[src/rtl/bdl_pkg.sv]
`timescale 1ns/1ps
package bdl_pkg;
    localparam int KIND_W = 2;

    typedef enum logic [KIND_W-1:0] {
        XK_NONE = 2'd0,
        XK_READ = 2'd1,
        XK_NPWR = 2'd2,
        XK_PWR  = 2'd3
    } xfer_kind_t;

    typedef enum logic [1:0] {
        LK_ARMED = 2'd0,
        LK_LOCK  = 2'd1,
        LK_RETRY = 2'd2,
        LK_HOLD  = 2'd3
    } lock_state_t;

    function automatic logic needs_far_bus(input xfer_kind_t k,
                                           input logic rd_empty,
                                           input logic wr_full);
        logic r;
        unique case (k)
            XK_NONE: r = 1'b0;
            XK_READ: r = rd_empty;
            XK_NPWR: r = 1'b1;
            XK_PWR:  r = wr_full;
        endcase
        return r;
    endfunction
endpackage

[src/rtl/bdl_stall_detect.sv]
`timescale 1ns/1ps
module bdl_stall_detect
    import bdl_pkg::*;
(
    input  logic              clk,
    input  logic              rst,
    input  logic [KIND_W-1:0] kind,
    input  logic              rd_empty,
    input  logic              wr_full,
    input  logic              backoff,
    output logic              stall_o
);
    xfer_kind_t kind_e;
    logic       need;

    always_comb begin
        kind_e = xfer_kind_t'(kind);
        need   = needs_far_bus(kind_e, rd_empty, wr_full);
    end

    // A side that has just been told to yield drops its flag for one cycle.
    always_ff @(posedge clk) begin
        if (rst) stall_o <= 1'b0;
        else     stall_o <= need & ~backoff;
    end
endmodule

[src/rtl/bdl_lock_ctrl.sv]
`timescale 1ns/1ps
module bdl_lock_ctrl
    import bdl_pkg::*;
(
    input  logic              clk,
    input  logic              rst,
    input  logic              cpu_stall,
    input  logic              pci_stall,
    input  logic [KIND_W-1:0] cpu_kind,
    input  logic              cpu_split,
    output logic              lock_o,
    output logic              retry_o,
    output logic              discard_o,
    output logic              backoff_o
);
    lock_state_t state_q, state_d;
    logic        drop_q, drop_d;
    xfer_kind_t  ck;
    logic        both;

    always_comb begin
        ck   = xfer_kind_t'(cpu_kind);
        both = cpu_stall & pci_stall;
    end

    // State register
    always_ff @(posedge clk) begin
        if (rst) begin
            state_q <= LK_ARMED;
            drop_q  <= 1'b0;
        end else begin
            state_q <= state_d;
            drop_q  <= drop_d;
        end
    end

    // Transitions
    always_comb begin
        state_d = state_q;
        drop_d  = 1'b0;
        unique case (state_q)
            LK_ARMED: if (both) state_d = LK_LOCK;
            LK_LOCK: begin
                if (ck == XK_READ || ck == XK_NPWR) begin
                    state_d = LK_RETRY;
                    drop_d  = (ck == XK_READ) & cpu_split;
                end else begin
                    state_d = LK_HOLD;
                end
            end
            LK_RETRY: state_d = LK_HOLD;
            LK_HOLD:  if (!both) state_d = LK_ARMED;
        endcase
    end

    // Outputs
    always_comb begin
        lock_o    = 1'b0;
        retry_o   = 1'b0;
        discard_o = 1'b0;
        backoff_o = 1'b0;
        unique case (state_q)
            LK_ARMED: ;
            LK_LOCK:  lock_o = 1'b1;
            LK_RETRY: begin
                retry_o   = 1'b1;
                discard_o = drop_q;
                backoff_o = 1'b1;
            end
            LK_HOLD:  ;
        endcase
    end
endmodule

[src/rtl/bdl_bridge_lock.sv]
`timescale 1ns/1ps
module bdl_bridge_lock
    import bdl_pkg::*;
(
    input  logic              clk,
    input  logic              rst,
    input  logic [KIND_W-1:0] cpu_kind,
    input  logic              cpu_rd_empty,
    input  logic              cpu_wr_full,
    input  logic              cpu_split,
    input  logic [KIND_W-1:0] pci_kind,
    input  logic              pci_rd_empty,
    input  logic              pci_wr_full,
    output logic              cpu_stall,
    output logic              pci_stall,
    output logic              lock_pulse,
    output logic              cpu_retry,
    output logic              cpu_discard
);
    logic cpu_backoff;

    bdl_stall_detect u_cpu_det (
        .clk(clk), .rst(rst), .kind(cpu_kind), .rd_empty(cpu_rd_empty),
        .wr_full(cpu_wr_full), .backoff(cpu_backoff), .stall_o(cpu_stall)
    );

    // The PCI half never yields, so its back-off is tied low.
    bdl_stall_detect u_pci_det (
        .clk(clk), .rst(rst), .kind(pci_kind), .rd_empty(pci_rd_empty),
        .wr_full(pci_wr_full), .backoff(1'b0), .stall_o(pci_stall)
    );

    bdl_lock_ctrl u_ctrl (
        .clk(clk), .rst(rst), .cpu_stall(cpu_stall), .pci_stall(pci_stall),
        .cpu_kind(cpu_kind), .cpu_split(cpu_split), .lock_o(lock_pulse),
        .retry_o(cpu_retry), .discard_o(cpu_discard), .backoff_o(cpu_backoff)
    );
endmodule

[config.mk]
export PLATFORM = sky130hd
export DESIGN_NAME = bdl_bridge_lock
export DESIGN_NICKNAME = d
export VERILOG_FILES = /design/src/rtl/bdl_pkg.sv /design/src/rtl/bdl_stall_detect.sv /design/src/rtl/bdl_lock_ctrl.sv /design/src/rtl/bdl_bridge_lock.sv
export SDC_FILE = /design/constraint.sdc
export NUM_CORES = 1
export LEC_CHECK = 0
export BUFFER_PORTS_ARGS = -buffer_cell sky130_fd_sc_hd__buf_2
export CORE_AREA = 2 2 39 41
export DETAILED_ROUTE_END_ITERATION = 6
export DIE_AREA = 0 0 41 43
export SYNTH_ARGS = -nofsm -noshare
export SYNTH_HDL_FRONTEND = slang
export SYNTH_SLANG_ARGS = --single-unit
[constraint.sdc]
create_clock -name clk -period 1.4 [get_ports clk]
set_input_delay 0.07 -clock clk [delete_from_list [all_inputs] [get_ports clk]]
set_output_delay 0.07 -clock clk [all_outputs]
set_load 0.02 [all_outputs]
Word level (Yosys, flattened, before mapping)
Cells that the tools add are included.

Register bits after elaboration: 5. Input bits: 11. Output and inout bits: 5.

Equal/unequal tests: 11. Mux-type cells: 9. Bitwise logic cells: 6. Reductions and logical operators: 6.

Operator list (count): == test 2 bit, second input constant (6); one-hot mux 1 bit (4 select lines) (2); one-hot mux 2 bit (4 select lines) (1); == test 2 x 1 -> 1 bit, second input constant (3); zero test 2 bit (3); two-way mux 1 bit (4); two-way mux 2 bit (2); bitwise AND 1 bit (3); inverter 1 bit (3); OR reduction 3 bit (1); != test 2 x 1 -> 1 bit, second input constant (1); != test 2 bit, second input constant (1); AND reduction 2 bit (1); logical OR 1 bit (1).

Depth between registers and ports, before layout
Word-level depth: 4. Gate-level depth with buffers: 5. Depth with buffers taken out: 5.

Modules after synthesis
Synthesis repeated with hierarchy kept, for this count alone.

Cells, all modules: 34. Area total of the unflattened synthesis: 342.8 um^2.

Modules (own cells, without submodules): bdl_lock_ctrl (instances 1, cells an instance 25, area an instance 246.5 um^2, sequential area each 60.1 um^2); bdl_stall_detect (instances 2, cells an instance 4, area an instance 46.3 um^2, sequential area each 20.0 um^2); bdl_bridge_lock (instances 1, cells an instance 1, area an instance 3.8 um^2, sequential area each 0.0 um^2).

Worst setup path before layout
OpenSTA, ideal clock, no wires.

Kind: register to register. From: register u_ctrl.state_q[0]. To: register u_ctrl.state_q[0]. Setup time: 0.130 ns. Data arrival time: 1.106 ns. Path slack: 0.164 ns. Cell stages (with the launch flop): 6. Buffers on the path: 0. Clock period less this slack: 1.236 ns. Path through: dfxtp_1 > inv_1 > ha_1 > or2_2 > a31oi_1 > a311oi_1.

Longest elaborated chain between the ends: 3.

Ends and longest elaborated chain: start, declared (RTL line bdl_lock_ctrl.sv:16) `lock_state_t state_q, state_d;`; start signal, assigned (RTL line bdl_lock_ctrl.sv:32) `state_q <= state_d;`; == test 2 bit / zero test 2 bit (equally long branches) (RTL line bdl_lock_ctrl.sv:41) `unique case (state_q)`; != test 2 bit (no source line) / != test 2 x 1 -> 1 bit (equally long branches); AND reduction 2 bit (no source line).

Several ways; a longest one is shown, not always the timed one. A chain may end at the register's enable or synchronous reset.

Worst setup path in the final report
From: register u_ctrl.state_q[0]. To: output cpu_discard.

Longest elaborated chain between the ends: 2.

Ends and longest elaborated chain: == test 2 bit (RTL line bdl_lock_ctrl.sv:62) `unique case (state_q)`; two-way mux 1 bit (RTL line bdl_lock_ctrl.sv:62); end, declared (RTL line bdl_bridge_lock.sv:18) `output logic cpu_discard`.

No other way between the ends.

==> run summary <==
The run finished with clean final reports. The cell with the largest stage delay on the worst path is dfxtp_2. The number of setup buffers added after CTS is 0. The number of nets in the finished design is 76. The transition time of the tightest slew-check pin is about 0.24 ns. On the final layout, the worst clock skew is 0.0120 ns.

The fraction of layout cells with a size suffix above 1 is 0.418. The total routing resource utilization after global routing came out at 0.0913. The die is slightly above 40 um wide.

The number of global-route vias before repair came out at 266. The setup-violating endpoint count in the final report is 0. The maximum vdd ir drop came out at between 0.2 and 0.3 mV. The maximum fanout encountered on the critical timing path is 4. The unique cell type count in the Yosys netlist is 17. The deepest clock path buffer count came out at 2. TritonCTS built the clock tree. The residual antenna-violating net count after detailed routing is 0. Relative to the synthesized area, the layout overhead comes to 35.0%.

The initial core utilization came out at 0.256. Counting flops with a built-in enable in the synthesized netlist gives 0. The cell type with the highest aggregate area in the netlist is ha_1. For this run, the detailed router's first-pass iteration total came to 1. The per-cell routed wire length is 9.79 um. The largest stage delay on the critical path is 0.36 ns. The number of hold buffers added after CTS came out at 0. The setup TNS after final layout is 0 ns. The clock sink count came out at 5. The number of cells produced by synthesis came out at 36. The critical path is of the flop to primary output type. After layout, the worst setup slack is around 0.10 ns. Among all cell types in the netlist, the one instantiated most often is ha_1. The total chip power came out at between 0.6 and 0.7 mW.

The clock network latency to the later pin of the worst-skew pair came out at 0.25 ns. The class of the most critical hold timing path is input pin to flop. Summing over every cut layer, the via total after detailed routing is 318.

The worst slack after detailed placement is between 0.08 and 0.09 ns. The number of buffers inserted during clock tree synthesis is 3. Pin placement for this block handled 16 I/O pins. The data arrival time at the worst-slack endpoint is 1.23 ns. 0 antenna diodes ended up in the layout.

The first global-routing pass estimated between 1000 and 1500 um of wire. Walking the worst path, the cells encountered are inv_1 -> ha_1 -> and2_1 -> buf_2. Counting flops with an async set or reset pin after synthesis yields a share of 0. The number of nets produced by synthesis is 56.

The cell total after placement is between 60 and 70. The worst setup path is launched from a flop. Among all flip-flop cells after synthesis, the most frequent one is dfxtp_1. The post-synthesis instance area came out at 354 um2. The total number of placement rows is 14.

Yosys attributes the largest share of cell area to ha_1 32%, dfxtp_1 28%, inv_1 6.4%. The placeable core region came out at between 1000 and 1500 um2. The number of cells in the finished layout apart from fillers is 71. The post-synthesis register bit count is 5. The shortest clock period the worst path allows after layout came out at 1.30 ns. Entering global routing, the biggest net connects 6 pins. The cell sitting at the root of the clock tree is a clkbuf_4. The total wire length came out at roughly 700 um. The final max-slew violation count came out at 0. The top achievable clock speed came out at between 700 and 800 MHz. The average size of a mapped cell is ~9.8 um2. The remaining routing DRC violations came out at 0. The global placement routability congestion is roughly 0.63. After global routing the overflow that remains totals 0. In this run the number of H-tree levels came out at 1.

The normalized max-slew margin came out at 0.839. The part of the cycle the worst path needs is 0.925. Ranked by instance count, the synthesized netlist is headed by 9 x ha_1, 6 x inv_1, 5 x dfxtp_1. The die outline area came out at around 1800 um2. The fraction of synthesized cell area taken by the top area cell type came out at 0.318.

The cell family contributing the most delay on the critical path is flip-flops. The worst path buffer plus inverter count is 2. The Yosys warning count is 0. The critical path data required time came out at 1.33 ns. The max capacitance violation total is 0. The number of violations reported at the end of detailed-routing iteration 0 is 0. The chip height came out at 43 um. The sequential cell area fraction in the yosys report is 0.283. The number of endpoints with negative hold slack in the final report was 0. Detailed placement ended at an HPWL of around 560 um. Setup repair after global routing left no endpoint under its margin. The element type at the critical path end is a primary output. The via count normalized by instance count came out at about 4.5.

The final standard cell utilization of the core is 0.345. The initial antenna violation count came out at 0. The power density normalized to cell area is about 1300 nW/um2. In this run the static leakage power is 0.245 nW.

The clock-pin slew on the worst setup and hold paths is roughly 0.050 ns. In this run the tool buffered the top-level ports with 15 buffer cells.
cell usage in the layout (no fill, tap or decap), types with 2 or more instances in the layout:
cell type  instances
clkbuf_4           3
nand3_1            2
dfxtp_1            4
a311oi_1           2
buf_2             15
inv_1              6
ha_1               9
worst reg2reg max path, stage by stage, from the launching register on:
cell and delay [ns]:
dfxtp_1 0.37, inv_1 0.11, ha_1 0.20, or2_2 0.27, a31oi_1 0.17, a311oi_1 0.06
final timing paths:
check / start / end / slack (ns) / cells after the start
worst min-delay path: pci_kind[1] / u_pci_det.stall_o / 0.03 / 2
worst max-delay path: u_ctrl.state_q[0] / cpu_discard / 0.10 / 4
worst max register to register: u_ctrl.state_q[1] / u_ctrl.state_q[0] / 0.12 / 5
worst min register to register: u_ctrl.state_q[0] / u_ctrl.state_q[0] / 0.58 / 2
per-stage QoR:
| step | hold slack, ns | instance area (um2) |
|---|---|---|
| final | 0.0332 | 478 |
| after global routing | 0.0460 | 478 |
| after CTS | 0.0313 | 477 |
| after detailed placement | 0.299 | 449 |
| after global placement | 0.304 | 449 |
| after floorplan | 0.132 | 354 |
routing by layer:
layer  vias up  share of wire  wire, um  global-route usage
li1        164              -         -                   -
met4         0          0.027        19               0.100
met2        13           0.47       326               0.119
met5         -              0         0                   0
met3         2          0.065        45              0.0314
met1       139           0.44       304               0.103
power breakdown:
group / switching, mW / total, mW / internal (mW) / leakage [nW]
Sequential: 0.0255 / 0.195 / 0.170 / 0.0414
Clock: 0.0670 / 0.171 / 0.104 / 0.0177
Combinational: 0.140 / 0.270 / 0.130 / 0.186
Total: 0.233 / 0.636 / 0.404 / 0.245
timing repair:
action                                  CTS  global route
gates resized for setup                   0             1
endpoints found under the setup margin    0             2
endpoints found under the hold margin     0             0
area by class of cell:
class | count | area (um2)
tap | 16 | 20.0
timing repair buffer | 15 | 75.1
clock inverter | 1 | 5.00
multi-input combinational | 25 | 231
clock buffer | 3 | 22.5
fill | 153 | 906
sequential | 5 | 101
inverter | 6 | 22.5
flip-flops by register name (all words and copies together), names as in the netlist:
| signal | flops |
|---|---|
| u_ctrl.drop_q | 1 |
| u_pci_det.stall_o | 1 |
| u_cpu_det.stall_o | 1 |
| u_ctrl.state_q | 2 |
cells by family (layout without fill, tap and decap cells):
group                      after synthesis  after routing  synth area share
adders and majority gates                9              9             0.318
and+or+nand+nor                          7              7             0.117
buffers and inverters                    6             25            0.0636
DFF                                      5              5             0.283
AOI/OAI and AO/OA                        9              9             0.219
Power figures use the tool's default switching activity.
